==> config.mk <==
export PLATFORM = sky130hd
export DESIGN_NAME = win_event_timer
export DESIGN_NICKNAME = d
export VERILOG_FILES = /design/src/rtl/wet_pkg.sv /design/src/rtl/wet_sync.sv /design/src/rtl/wet_edge.sv /design/src/rtl/wet_phase.sv /design/src/rtl/wet_ctrl.sv /design/src/rtl/win_event_timer.sv
export SDC_FILE = /design/constraint.sdc
export NUM_CORES = 1
export LEC_CHECK = 0
export BUFFER_PORTS_ARGS = -buffer_cell sky130_fd_sc_hd__buf_2
export CAP_MARGIN = 20
export CORE_ASPECT_RATIO = 1.25
export CORE_MARGIN = 3
export CORE_UTILIZATION = 30
export DETAILED_ROUTE_END_ITERATION = 8
export SETUP_SLACK_MARGIN = 0.02
export SLEW_MARGIN = 10
export SYNTH_ARGS = -nofsm -noshare
export SYNTH_HDL_FRONTEND = slang
export SYNTH_HIERARCHICAL = 1
export SYNTH_SLANG_ARGS = --single-unit
==> constraint.sdc <==
create_clock -name clk -period 8.6 [get_ports clk]
set_input_delay 1.72 -clock clk [delete_from_list [all_inputs] [get_ports clk]]
set_output_delay 1.72 -clock clk [all_outputs]
set_load 0.03 [all_outputs]
==> src/rtl/wet_pkg.sv <==
// Shared types of the windowed event timer.
// Assumes: nothing beyond IEEE 1800-2017.
package wet_pkg;
    typedef enum logic {
        WET_IDLE   = 1'b0,
        WET_ACTIVE = 1'b1
    } wet_state_e;
endpackage

==> src/rtl/wet_sync.sv <==
// Two-flop synchroniser for a vector of independent asynchronous inputs.
// Assumes: each bit is an independent level; no bus coherency is implied.
module wet_sync #(
    parameter int W = 2
) (
    input  logic         clk,
    input  logic         rst_n,
    input  logic [W-1:0] async_i,
    output logic [W-1:0] sync_o
);
    for (genvar i = 0; i < W; i++) begin : g_bit
        logic meta_q;
        logic stab_q;
        // Two-stage capture of one asynchronous bit.
        always_ff @(posedge clk) begin
            if (!rst_n) begin
                meta_q <= 1'b0;
                stab_q <= 1'b0;
            end else begin
                meta_q <= async_i[i];
                stab_q <= meta_q;
            end
        end
        assign sync_o[i] = stab_q;
    end
endmodule

==> src/rtl/wet_edge.sv <==
// Per-bit edge detector; FALL_MASK bit set selects falling, clear selects rising.
// Assumes: inputs are already synchronous to clk.
module wet_edge #(
    parameter int         W         = 2,
    parameter logic [W-1:0] FALL_MASK = '0
) (
    input  logic         clk,
    input  logic         rst_n,
    input  logic [W-1:0] lvl_i,
    output logic [W-1:0] edge_o
);
    logic [W-1:0] prev_q;

    // Remember last level of every bit.
    always_ff @(posedge clk) begin
        if (!rst_n) prev_q <= '0;
        else        prev_q <= lvl_i;
    end

    for (genvar i = 0; i < W; i++) begin : g_det
        if (FALL_MASK[i]) begin : g_fall
            assign edge_o[i] = prev_q[i] & ~lvl_i[i];
        end else begin : g_rise
            assign edge_o[i] = ~prev_q[i] & lvl_i[i];
        end
    end
endmodule

==> src/rtl/wet_phase.sv <==
// Phase register: loaded with the window length, then stepped by -1 per clock.
// Assumes: load has priority over stepping; the MSB is the sign/timeout bit.
module wet_phase #(
    parameter int LEN_W = 15,
    localparam int PH_W = LEN_W + 1
) (
    input  logic             clk,
    input  logic             rst_n,
    input  logic             load_i,
    input  logic             run_i,
    input  logic [LEN_W-1:0] len_i,
    output logic [PH_W-1:0]  phase_o,
    output logic             sign_o
);
    // Preload on window start, count down while the window is open.
    always_ff @(posedge clk) begin
        if (!rst_n)      phase_o <= '0;
        else if (load_i) phase_o <= {1'b0, len_i};
        else if (run_i)  phase_o <= phase_o - PH_W'(1);
    end

    assign sign_o = phase_o[PH_W-1];
endmodule

==> src/rtl/wet_ctrl.sv <==
// Window controller: opens, restarts and closes windows and registers results.
// Assumes: start, evt_rise and sign are synchronous single-cycle or level inputs;
// a restart wins over a close on the same edge; timeout wins over an event.
module wet_ctrl
    import wet_pkg::*;
#(
    parameter int LEN_W    = 15,
    parameter int LAT_COMP = 1,
    localparam int PH_W    = LEN_W + 1
) (
    input  logic             clk,
    input  logic             rst_n,
    input  logic             start_i,
    input  logic             evt_rise_i,
    input  logic             sign_i,
    input  logic [PH_W-1:0]  phase_i,
    input  logic [LEN_W-1:0] win_len_i,
    output logic             busy_o,
    output logic [LEN_W-1:0] len_q_o,
    output logic [LEN_W-1:0] elapsed_o,
    output logic             hit_o,
    output logic             timeout_o,
    output logic             done_o
);
    localparam logic [PH_W-1:0] COMP = PH_W'(LAT_COMP);

    wet_state_e        state_q;
    logic [PH_W-1:0]   diff;
    logic [LEN_W-1:0]  elapsed_d;

    // Raw elapsed time from the captured residue, compensated and clamped at zero.
    always_comb begin
        diff = {1'b0, len_q_o} - phase_i;
        if (diff > COMP) elapsed_d = LEN_W'(diff - COMP);
        else             elapsed_d = '0;
    end

    // Window state machine and result capture.
    always_ff @(posedge clk) begin
        if (!rst_n) begin
            state_q   <= WET_IDLE;
            len_q_o   <= '0;
            elapsed_o <= '0;
            hit_o     <= 1'b0;
            timeout_o <= 1'b0;
            done_o    <= 1'b0;
        end else begin
            done_o <= 1'b0;
            case (state_q)
                WET_IDLE: begin
                    if (start_i) begin
                        state_q <= WET_ACTIVE;
                        len_q_o <= win_len_i;
                    end
                end
                default: begin
                    if (start_i) begin
                        len_q_o <= win_len_i;
                    end else if (sign_i) begin
                        state_q   <= WET_IDLE;
                        done_o    <= 1'b1;
                        timeout_o <= 1'b1;
                        hit_o     <= 1'b0;
                        elapsed_o <= '0;
                    end else if (evt_rise_i) begin
                        state_q   <= WET_IDLE;
                        done_o    <= 1'b1;
                        timeout_o <= 1'b0;
                        hit_o     <= 1'b1;
                        elapsed_o <= elapsed_d;
                    end
                end
            endcase
        end
    end

    assign busy_o = (state_q == WET_ACTIVE);
endmodule

==> src/rtl/win_event_timer.sv <==
// Windowed event timer top: synchronises trigger and event, detects edges,
// runs the down-counting phase register and reports the first event per window.
// Assumes: arm_i and win_len_i are synchronous to clk.
module win_event_timer #(
    parameter int LEN_W    = 15,
    parameter int LAT_COMP = 1
) (
    input  logic             clk,
    input  logic             rst_n,
    input  logic             trig_i,
    input  logic             evt_i,
    input  logic             arm_i,
    input  logic [LEN_W-1:0] win_len_i,
    output logic [LEN_W-1:0] elapsed_o,
    output logic             hit_o,
    output logic             timeout_o,
    output logic             done_o
);
    localparam int PH_W = LEN_W + 1;

    logic [1:0]       lvl;
    logic [1:0]       edg;
    logic             start;
    logic             busy;
    logic             sign;
    logic [PH_W-1:0]  phase;
    logic [LEN_W-1:0] len_q;

    wet_sync #(.W(2)) u_sync (
        .clk     (clk),
        .rst_n   (rst_n),
        .async_i ({evt_i, trig_i}),
        .sync_o  (lvl)
    );

    // Bit 0 is the trigger (falling), bit 1 the event (rising).
    wet_edge #(.W(2), .FALL_MASK(2'b01)) u_edge (
        .clk    (clk),
        .rst_n  (rst_n),
        .lvl_i  (lvl),
        .edge_o (edg)
    );

    assign start = edg[0] & arm_i;

    wet_phase #(.LEN_W(LEN_W)) u_phase (
        .clk     (clk),
        .rst_n   (rst_n),
        .load_i  (start),
        .run_i   (busy),
        .len_i   (win_len_i),
        .phase_o (phase),
        .sign_o  (sign)
    );

    wet_ctrl #(.LEN_W(LEN_W), .LAT_COMP(LAT_COMP)) u_ctrl (
        .clk        (clk),
        .rst_n      (rst_n),
        .start_i    (start),
        .evt_rise_i (edg[1]),
        .sign_i     (sign),
        .phase_i    (phase),
        .win_len_i  (win_len_i),
        .busy_o     (busy),
        .len_q_o    (len_q),
        .elapsed_o  (elapsed_o),
        .hit_o      (hit_o),
        .timeout_o  (timeout_o),
        .done_o     (done_o)
    );
endmodule

* Yosys cells after proc, flatten, opt, wreduce, memory -nomap -nowiden
Index checks and enable logic that the tools add are counted.
** Operators by class
- Add/subtract/negate cells :: 3
- Order comparisons :: 1
- Muxes and demuxes :: 16
- Bitwise operators :: 8
- Reductions and logical operators :: 5
** Operators by type and width (count)
- 15-bit 2-to-1 mux :: 5
- 16-bit by 1-bit greater-than comparator with 1-bit output, second input constant :: 1
- 15-bit by 16-bit subtractor with 16-bit output :: 1
- 16-bit by 1-bit subtractor with 16-bit output, second input constant :: 1
- 15-bit by 1-bit subtractor with 15-bit output, second input constant :: 1
- 1-bit 2-to-1 mux :: 11
- 1-bit inverter :: 5
- 2-bit nonzero test :: 2
- 1-bit AND :: 3
- 3-bit AND reduction :: 1
- 3-bit OR reduction :: 1
- 2-bit OR reduction :: 1
** Storage, ports and cells
- Register bits after elaboration :: 56
- Bits of input ports :: 20
- Output and inout bits :: 18
- Word-level logic and storage cells :: 46

* Logic depth before layout (Yosys ltp)
Gate-level depths: netlist (run 1).
- Depth in word-level cells :: 6
- Gate-level depth with buffers :: 12
- Gate-level depth less buffers :: 11

* Cells and area by module
The synthesis (run 1) kept the hierarchy.
** Modules (own cells, without submodules)
- wet_ctrl :: times used 1, cells each 303, area an instance 2497.4 µm², seq. area each 680.7 µm²
- wet_phase :: times used 1, cells each 98, area an instance 834.6 µm², seq. area each 320.3 µm²
- wet_sync :: times used 1, cells each 10, area an instance 120.1 µm², seq. area each 80.1 µm²
- wet_edge :: times used 1, cells each 6, area an instance 68.8 µm², seq. area each 40.0 µm²
- win_event_timer :: times used 1, cells each 1, area an instance 6.3 µm², seq. area each 0.0 µm²

* Worst setup path before layout (run 1)
Ideal clock, no wire load.
- Path type :: input to register
- From :: input arm_i
- To :: register u_ctrl.elapsed_o[7]
- Arrival time :: 3.354 ns
- Data required time :: 8.533 ns
- Setup slack :: 5.179 ns
- Stages on the path :: 8
- Cells stage by stage :: and2_1 > clkbuf_1 > or3b_2 > clkbuf_1 > nor2_1 > o311ai_4 > buf_6 > o21ai_2
** On the way
- Longest elaborated chain between the ends :: 3
** Ends and longest elaborated chain
- start, declared :: line win_event_timer.sv:12 : input logic arm_i,
- 1-bit AND :: line win_event_timer.sv:44 : assign start = edg[0] & arm_i;
- 1-bit inverter (no source line)
- 3-bit AND reduction (no source line)
- end signal, assigned :: line wet_ctrl.sv:70 : elapsed_o <= elapsed_d;
- end, declared :: line wet_ctrl.sv:20 : output logic [LEN_W-1:0] elapsed_o,
Every way passes these cells.
A chain may end at the register's enable or synchronous reset.

* Worst setup path in the final report (run 1)
- From :: register u_phase.phase_o[0]
- To :: register u_ctrl.elapsed_o[2]
** On the way
- Longest elaborated chain between the ends :: 5
- Elaborated cells between the ends (all ways) :: 6
** Ends and longest elaborated chain
- start, declared :: line wet_phase.sv:12 : output logic [PH_W-1:0] phase_o,
- start signal, assigned :: line wet_phase.sv:18 : else if (load_i) phase_o <= {1'b0, len_i};
- start signal, assigned :: line wet_phase.sv:19 : else if (run_i) phase_o <= phase_o - PH_W'(1);
- 15-bit by 16-bit subtractor with 16-bit output * :: line wet_ctrl.sv:33 : diff = {1'b0, len_q_o} - phase_i;
- 15-bit by 1-bit subtractor with 15-bit output / 16-bit by 1-bit greater-than comparator with 1-bit output (equally long branches) :: line wet_ctrl.sv:34 : if (diff > COMP) elapsed_d = LEN_W'(diff - COMP);
- 15-bit 2-to-1 mux * :: line wet_ctrl.sv:34
- 15-bit 2-to-1 mux * :: line wet_ctrl.sv:65 : end else if (evt_rise_i) begin
- 15-bit 2-to-1 mux * :: line wet_ctrl.sv:59 : end else if (sign_i) begin
Every way passes the cells marked *; elsewhere a longest branch is shown, timed or not. The select of a mux whose other input is x is not followed.

==> results of run 1 <==
==> final cells by class <==
class	instances	area [um^2]
Fill cell	1178	7360
Multi-Input combinational cell	321	2230
Sequential cell	56	1120
Timing Repair Buffer	38	193
Tap cell	135	169
Clock buffer	5	125
Inverter	21	78.8
Clock inverter	3	27.5
==> per-stage QoR <==
stage	total power, mW	cell area (um^2)
after global routing	0.688	3940
after floorplan	0.410	3530
after CTS	0.658	3940
after detailed placement	0.444	3790
after global placement	0.440	3790
final	0.649	3940
==> cells in the final DEF, fill, tap and decap left out, drive strengths merged, types with 2 or more instances in the layout <==
cell / synthesis / final
o21ai: 35 / 35
clkbuf: 12 / 5
nor2b: 23 / 23
mux2i: 15 / 15
buf: 8 / 38
o21a: 7 / 7
dfxtp: 56 / 56
nand3b: 2 / 2
o211a: 4 / 4
o311a: 2 / 2
nand3: 4 / 4
and3: 5 / 5
ha: 18 / 18
a21boi: 4 / 4
or3: 6 / 6
a221oi: 2 / 2
a211oi: 9 / 9
o31ai: 7 / 7
and2: 11 / 11
nor4: 4 / 4
a2111oi: 3 / 3
nor3: 10 / 10
inv: 21 / 22
o211ai: 3 / 3
nand4: 3 / 3
a31oi: 2 / 2
nand2: 39 / 39
xor2: 11 / 11
nor2: 20 / 20
or4: 6 / 6
xnor2: 13 / 13
a21oi: 23 / 23
or3b: 2 / 2
nand2b: 8 / 8
and4: 2 / 2
or2: 2 / 2
o31a: 2 / 2
a21o: 3 / 3
==> worst register-to-register path: cells and delay by family (launching register included) <==
family | cells | cell delay (ps)
AND/OR/NAND/NOR | 2 | 390
AO/OA/AOI/OAI | 6 | 2210
adder cells (fa/ha/maj) | 2 | 630
flip-flops | 1 | 350
==> layer usage <==
metal	global-route usage, %	share of wire (%)
met4	4.42	1.9
met2	20.7	49
met1	15.6	45
met5	0	0
met3	2.13	3.6
==> state kept, by name, indices dropped and copies added, names as in the netlist <==
| register | count |
|---|---|
| u_phase/phase_o | 16 |
| u_ctrl/elapsed_o | 15 |
| u_ctrl/len_q_o | 15 |
| u_edge/prev_q | 2 |
| u_sync/g_bit.meta_q | 2 |
| u_sync/g_bit.stab_q | 2 |
| u_ctrl/busy_o | 1 |
| u_ctrl/done_o | 1 |
| u_ctrl/hit_o | 1 |
| u_ctrl/timeout_o | 1 |
==> where the power goes <==
group	switching [mW]	leakage, nW	total, mW	internal, mW
clock network	0.0999	0.0719	0.211	0.111
registers	0.00469	0.453	0.269	0.264
logic	0.100	1.06	0.169	0.0694
==> cells by family (layout without fill, tap and decap cells) <==
kind of cell / count (synthesis) / after routing / synth area share [%]
adders and majority gates: 19 / 19 / 6.95
AOI/OAI and AO/OA: 114 / 114 / 23.5
buffers and inverters: 41 / 67 / 5.04
muxes: 15 / 15 / 4.26
xor gates and xnor gates: 24 / 24 / 5.96
DFF: 56 / 56 / 31.8
and+or+nand+nor: 149 / 149 / 22.5
==> worst paths after layout <==
path,from,endpoint,slack [ps],cells after the start
worst min register to register,u_sync/g_bit[0].meta_q,u_sync/g_bit[0].stab_q,440,1
worst max-delay path,u_phase/phase_o[0],u_ctrl/elapsed_o[2],4870,10
worst max register to register,u_phase/phase_o[0],u_ctrl/elapsed_o[2],4870,10
worst min-delay path,u_sync/g_bit[0].meta_q,u_sync/g_bit[0].stab_q,440,1
==> flow_summary.yaml, run 1 <==
status:
  run_status: "complete, no violations"
floorplan:
  core-area_mm2: 0.0113
  die_height_um: 127
  io-pin-count: 38
  fp.dieW_um: 103
  effective_utilization_at_floorplan_pct: 31.2
  rows: 43
  die-area_mm2: 0.0131
sta:
  fin_skew_ps: 5.90
  timing.final.crit_share_pct: 43.4
  timing_worst_slew_pin_value_ps: 742
  hold_ws_ps: 442
  rsz0062_at_grt: "false"
  finalHoldViolCount: 0
  finalCriticalPeriod_ps: 3730
  slew_violations: 0
  worst_slack_ps: 4870
  final-setup-viol-count: 0
  relSlewSlack_pct: 50.4
  max_freq_ghz: 0.268
  totalNegativeSetupSlack_ps: 0
clock_network:
  cts_inserted_buffers: 5
  cts_resized: 0
  post-cts-setup-buffer-count: 0
  tritoncts: "built"
  path_clk_slew_ps: 80
  clock-root-buffer: "clkbuf_16"
  worst_skew_pair.late_latency_ps: 300
  cts.hold.buffers_added: 0
  cts_max_level: 2
  clkSinkCount: 56
  clk_path_buf_depth: 2
logic_synthesis:
  netlist_top_cells_count: "56 x dfxtp_1, 39 x nand2_1, 24 x o21ai_0, 23 x a21oi_1, 23 x nor2b_1"
  avgSynthCellArea_um2: 8.44
  synth_edf_count: 0
  synth_area_leader_cell: "dfxtp_1"
  yosysTopAreaCellShare_pct: 31.8
  post-synth-top-count-cell: "dfxtp_1"
  yosys_warnings: 6
  ys_async_sr_fraction_pct: 0
  synth_area_mm2: 0.00353
  synth-seq-area-share_pct: 31.8
  syn_nets: 457
  synth-main-ff-cell: "dfxtp_1"
  synth_area_leaders: "dfxtp_1 32%, ha_1 6.4%, mux2i_1 4.3%, nand2_1 4.2%, nor2b_1 4.1%"
  synth.lib_cells_used.distinct: 57
  number_of_synthesized_register_bits: 56
  synthCells: 418
worst_setup_path:
  worst-endpoint-arrival_ps: 3880
  required_ps: 8750
  critical_path_class: "reg -> reg"
  cp_top_family: "compound AO/OA/AOI/OAI gates"
  setup.worst_path.start_class: "register"
  crit_path_end_kind: "register"
  critical-path-max-stage-delay_ps: 710
  path_cells: "ha_1 -> fa_1 -> nand2b_1 -> a211o_1 -> a211oi_2 -> o21ai_0 -> a222oi_1 -> nand2_1 -> o311ai_4 -> o21ai_0"
  critical_path_buf_inv_count: 0
  crit_path_max_fanout: 13
  cp_max_delay_cell: "o311ai_4"
  critical-path-top-cell-by-count: "o21ai_0"
route:
  avgRoutedWirePerCell_um: 13.6
  final_antenna_net_count: 0
  remaining_drc_errors: 0
  firstDrtPassIters: 4
  initialDrtViolationCount: 95
  vias: 2972
  via_per_inst: 5.13
  drt-total-wl_um: 7860
placed_design:
  hpwl_um: 6120
  post-place-ws_ps: 4900
  placed_instances: 571
  port_buffers: 37
  gp_routability_congestion: 0.818
layout:
  antenna-diode-count: 0
  final_layout_size_suffix_gt1_share_pct: 15.5
  finalNetCount: 482
  area.growth.synth_to_final_pct: 11.8
  final_cells: 579
  final_core_util_pct: 34.9
hold_path:
  hold_path_class: "reg -> reg"
global_route:
  grt_pass1_wl_um: 13200
  grt_util_all_layers_pct: 12.3
  vias_in_the_first_global_route: 2820
  overflow_left_after_global_routing: 0
  antenna_found_initial: 0
  grt_start_max_net_pins: 46
power:
  pwr_density_cell_mw_per_mm2: 165
  power.ir.vdd_worst_uv: 86.8
  total_leakage_power_nw: 1.58
run:
  maxCapViolCount: 0
Power figures use the tool's default switching activity.
==> inputs of run 2 (changes only) <==
==> constraint.sdc (replaced) <==
create_clock -name clk -period 3.33 [get_ports clk]
set_input_delay 0.666 -clock clk [delete_from_list [all_inputs] [get_ports clk]]
set_output_delay 0.666 -clock clk [all_outputs]
set_load 0.03 [all_outputs]
==> flow_summary.yaml, run 2 (synthesized netlist as in run 1, its figures left out) <==
layout:
  reg.largest.list: "u_phase/phase_o: 16 flops, u_ctrl/elapsed_o: 15 flops, u_ctrl/len_q_o: 15 flops"
  finalNetCount: 501
  antenna-diode-count: 0
  area.growth.synth_to_final_pct: 17.7
  largest_register_ffs: 16
  final_layout_size_suffix_gt1_share_pct: 22.9
  layout.cells.most_common: "dfxtp_1"
  final_cells: 598
  final_cell_mix: "49 x dfxtp_1, 39 x nand2_1, 37 x buf_2"
  fillCellCount: 1189
  largest_register: "u_phase/phase_o"
placed_design:
  post-place-ws_ps: -10.0
  placed_instances: 584
  gp_routability_congestion: 0.827
  port_buffers: 37
  hpwl_um: 6360
sta:
  max_freq_ghz: 0.320
  final-setup-viol-count: 0
  worst_slack_ps: 201
  rsz0062_at_grt: "false"
  hold_ws_ps: 437
  timing.final.crit_share_pct: 94.0
  finalHoldViolCount: 0
  fin_skew_ps: 6.49
  timing_worst_slew_pin_value_ps: 700
  slew_violations: 0
  totalNegativeSetupSlack_ps: 0
  relSlewSlack_pct: 53.4
  finalCriticalPeriod_ps: 3130
hold_path:
  hold_path_class: "reg -> reg"
  worst_hold_startpoint: "u_sync/g_bit[0].meta_q"
worst_setup_path:
  setup.worst_path.start_class: "register"
  crit_path_end_kind: "register"
  worst-endpoint-arrival_ps: 3320
  critical_path_class: "reg -> reg"
  worst-r2r-setup-slack_ps: 200
  worstSetupStartpoint: "u_ctrl/len_q_o[0]"
  crit_path_max_fanout: 8
  required_ps: 3520
  launching_point_of_the_worst_reg2reg_path: "u_ctrl/len_q_o[0]"
clock_network:
  tritoncts: "built"
  clkSinkCount: 56
  cts_inserted_buffers: 5
  clk_path_buf_depth: 2
  path_clk_slew_ps: 80
  clock-root-buffer: "clkbuf_16"
  worst_skew_pair.late_latency_ps: 300
  cts.hold.buffers_added: 0
  cts_max_level: 2
floorplan:
  rows: 43
  core-area_mm2: 0.0113
  die_height_um: 127
  die-area_mm2: 0.0131
  fp.dieW_um: 103
  effective_utilization_at_floorplan_pct: 31.2
  io-pin-count: 38
route:
  remaining_drc_errors: 0
  via_per_inst: 5.03
  avgRoutedWirePerCell_um: 13.6
  firstDrtPassIters: 4
  final_antenna_net_count: 0
  vias: 3009
  initialDrtViolationCount: 168
  drt-total-wl_um: 8130
power:
  total_leakage_power_nw: 1.68
  pwr_density_cell_mw_per_mm2: 420
  totalPowerFinal_mw: 1.74
  power.ir.vdd_worst_uv: 198
run:
  maxCapViolCount: 0
global_route:
  grt_util_all_layers_pct: 12.8
  antenna_found_initial: 0
  grt_pass1_wl_um: 13500
  grt_start_max_net_pins: 46
  vias_in_the_first_global_route: 2819
  overflow_left_after_global_routing: 0
status:
  run_status: "complete, no violations"
[run 2: cell types whose count changed in the layout (fill, tap and decap cells not counted), moves of 2 or more]
cell / before / now
a21oi_1: 23 / 21
a21oi_2: 0 / 2
buf_4: 1 / 19
dfxtp_1: 56 / 49
dfxtp_2: 0 / 5
dfxtp_4: 0 / 2
ha_1: 18 / 13
ha_2: 0 / 5
[run 2: what timing repair did]
item,CTS,global route
pin swaps,4,7
gates resized for setup,0,22
setup buffers,3,3
endpoints found under the setup margin,10,15
[run 2: final cells by class]
cell class | count | area, um^2 | share of cell area (%)
Sequential cell | 56 | 1130 | 27.3
Tap cell | 135 | 169 | 4.07
Clock buffer | 5 | 125 | 3.01
Clock inverter | 3 | 26.3 | 0.633
Inverter | 21 | 78.8 | 1.90
Multi-Input combinational cell | 321 | 2270 | 54.7
Timing Repair Buffer | 57 | 348 | 8.38
[run 2: power by group]
group          total, mW  internal [mW]  switching [mW]
sequential         0.693          0.682          0.0109
clock              0.546          0.285           0.261
combinational      0.503          0.228           0.275
[run 2: worst paths after layout]
path                                  to  depth (start not counted)
setup / recovery    u_ctrl/elapsed_o[10]                         13
hold / removal    u_sync/g_bit[0].stab_q                          1
setup reg to reg    u_ctrl/elapsed_o[10]                         13
hold reg to reg   u_sync/g_bit[0].stab_q                          1
[run 2: layer usage]
layer | share of wire (%) | up-vias | GRT usage [%]
li1 | - | 1574 | -
met1 | 45 | 1382 | 16.4
met2 | 49 | 45 | 21.2
met3 | 3.5 | 8 | 2.18
met4 | 2.2 | 0 | 4.88
met5 | 0 | - | 0
[run 2: critical path: stages, from the launching register on]
cell and delay [ps]:
dfxtp_2 330, inv_1 40, ha_2 170, fa_2 350, nand2b_4 150, a211o_1 310, a211oi_2 290, buf_4 160
o211a_1 180, o21a_1 140, o211ai_1 210, o311ai_4 440, buf_12 180, o21ai_2 60
[run 2: per-stage QoR]
stage / util [%] / instance area (um^2)
5_1_grt: 36.7 / 4150
6_report: 36.7 / 4150
2_1_floorplan: - / 3530
4_1_cts: 36.1 / 4070
3_3_place_gp: 34.5 / 3900
3_5_place_dp: 34.5 / 3900
==> inputs of run 3 (changes only) <==
--- a/config.mk
+++ b/config.mk
@@ -5,12 +5,12 @@
 export SDC_FILE = /design/constraint.sdc
 export NUM_CORES = 1
 export LEC_CHECK = 0
-export BUFFER_PORTS_ARGS = -buffer_cell sky130_fd_sc_hd__buf_2
 export CAP_MARGIN = 20
 export CORE_ASPECT_RATIO = 1.25
 export CORE_MARGIN = 3
 export CORE_UTILIZATION = 30
 export DETAILED_ROUTE_END_ITERATION = 8
+export DONT_BUFFER_PORTS = 1
 export SETUP_SLACK_MARGIN = 0.02
 export SLEW_MARGIN = 10
 export SYNTH_ARGS = -nofsm -noshare
==> flow_summary.yaml, run 3 (synthesized netlist as in run 1, its figures left out) <==
sta:
  hold_ws_ps: 438
  finalHoldViolCount: 0
  totalNegativeSetupSlack_ps: 0
  slew_violations: 0
  timing.final.crit_share_pct: 93.7
  max_freq_ghz: 0.320
  final-setup-viol-count: 0
  relSlewSlack_pct: 58.7
  fin_skew_ps: 10.7
  rsz0062_at_grt: "false"
  timing_worst_slew_pin_value_ps: 616
  finalCriticalPeriod_ps: 3120
global_route:
  vias_in_the_first_global_route: 2812
  grt_start_max_net_pins: 46
  grt_util_all_layers_pct: 13.0
  antenna_found_initial: 0
  overflow_left_after_global_routing: 0
  grt_pass1_wl_um: 13800
worst_setup_path:
  critical_path_class: "reg -> reg"
  crit_path_max_fanout: 8
  crit_path_end_kind: "register"
  launching_point_of_the_worst_reg2reg_path: "u_ctrl/len_q_o[0]"
  worst-endpoint-arrival_ps: 3320
  required_ps: 3530
  setup.worst_path.start_class: "register"
  worstSetupStartpoint: "u_ctrl/len_q_o[0]"
route:
  firstDrtPassIters: 4
  remaining_drc_errors: 0
  drt-total-wl_um: 8160
  via_per_inst: 5.15
  vias: 2889
  avgRoutedWirePerCell_um: 14.5
  initialDrtViolationCount: 165
  final_antenna_net_count: 0
clock_network:
  worst_skew_pair.late_latency_ps: 310
  tritoncts: "built"
  cts.hold.buffers_added: 0
  path_clk_slew_ps: 80
  cts_inserted_buffers: 5
  clkSinkCount: 56
  cts_max_level: 2
  clk_path_buf_depth: 2
  clock-root-buffer: "clkbuf_16"
layout:
  area.growth.synth_to_final_pct: 12.3
  final_cell_mix: "52 x dfxtp_1, 39 x nand2_1, 23 x a21oi_1, 23 x nor2b_1, 23 x o21ai_0"
  finalNetCount: 464
  layout.cells.most_common: "dfxtp_1"
  antenna-diode-count: 0
  reg.largest.list: "u_phase/phase_o: 16 flops, u_ctrl/elapsed_o: 15 flops, u_ctrl/len_q_o: 15 flops"
  final_core_util_pct: 35.1
  largest_register: "u_phase/phase_o"
  largest_register_ffs: 16
  final_layout_size_suffix_gt1_share_pct: 14.8
run:
  maxCapViolCount: 0
floorplan:
  die_height_um: 127
  io-pin-count: 38
  die-area_mm2: 0.0131
  core-area_mm2: 0.0113
  rows: 43
  fp.dieW_um: 103
  effective_utilization_at_floorplan_pct: 31.2
hold_path:
  hold_path_class: "reg -> reg"
  worst_hold_startpoint: "u_sync/g_bit[1].meta_q"
power:
  total_leakage_power_nw: 1.51
  pwr_density_cell_mw_per_mm2: 437
  power.ir.vdd_worst_uv: 205
placed_design:
  hpwl_um: 6310
  port_buffers: 0
  gp_routability_congestion: 0.870
status:
  run_status: "complete, no violations"
-- run 3: cell count changes in the layout (fill, tap and decap cells not counted), sizes merged --
cell / delta
clkinv: +2
clkinvlp: -2
buf: -37
-- run 3: layout make-up --
type	instances	area [um^2]
inverter	21	78.8
sequential	56	1130
multi-input combinational	321	2260
timing repair buffer	20	163
clock inverter	3	33.8
fill	1169	7340
tap	135	169
clock buffer	5	125
-- run 3: worst paths after layout --
kind                            endpoint  slack, ps  depth (start not counted)
setup / recovery    u_ctrl/elapsed_o[12]        210                         12
hold / removal    u_sync/g_bit[1].stab_q        440                          1
hold reg to reg   u_sync/g_bit[1].stab_q        440                          1
setup reg to reg    u_ctrl/elapsed_o[12]        210                         12
-- run 3: what timing repair did --
item,CTS,global route
endpoints found under the setup margin,10,15
buffers inserted,1,3
pin swaps,2,5
gates resized for setup,0,15
-- run 3: stage by stage --
step	std cells	power, mW	instance area [um^2]	worst slack [ps]
2_1_floorplan	418	1.06	3530	233
3_3_place_gp	549	1.15	3730	90.5
3_5_place_dp	549	1.16	3730	15.1
4_1_cts	558	1.74	3900	23.2
5_1_grt	561	1.84	3960	6.36
6_report	561	1.73	3960	209
-- run 3: where the power goes --
part           switching (mW)  internal (mW)
clock                   0.274          0.290
combinational           0.258          0.215
sequential             0.0124          0.682
-- run 3: layer usage --
metal	routed length, um	vias to the layer above	share of wire (%)	track usage [%]
met4	125	0	1.5	3.96
met1	3580	1333	44	16.4
met2	4060	48	50	21.6
met3	390	7	4.8	3.28
met5	0	-	0	0
li1	-	1501	-	-
-- run 3: critical path, cell delays in order (launching register included) --
cell and delay (ps):
dfxtp_2 330, inv_1 40, ha_2 170, fa_2 350
nand2b_4 160, a211o_4 360, a211oi_2 250, o21ai_1 110
a222oi_1 390, nand2_1 190, o311ai_4 410, buf_12 180
o21ai_2 60
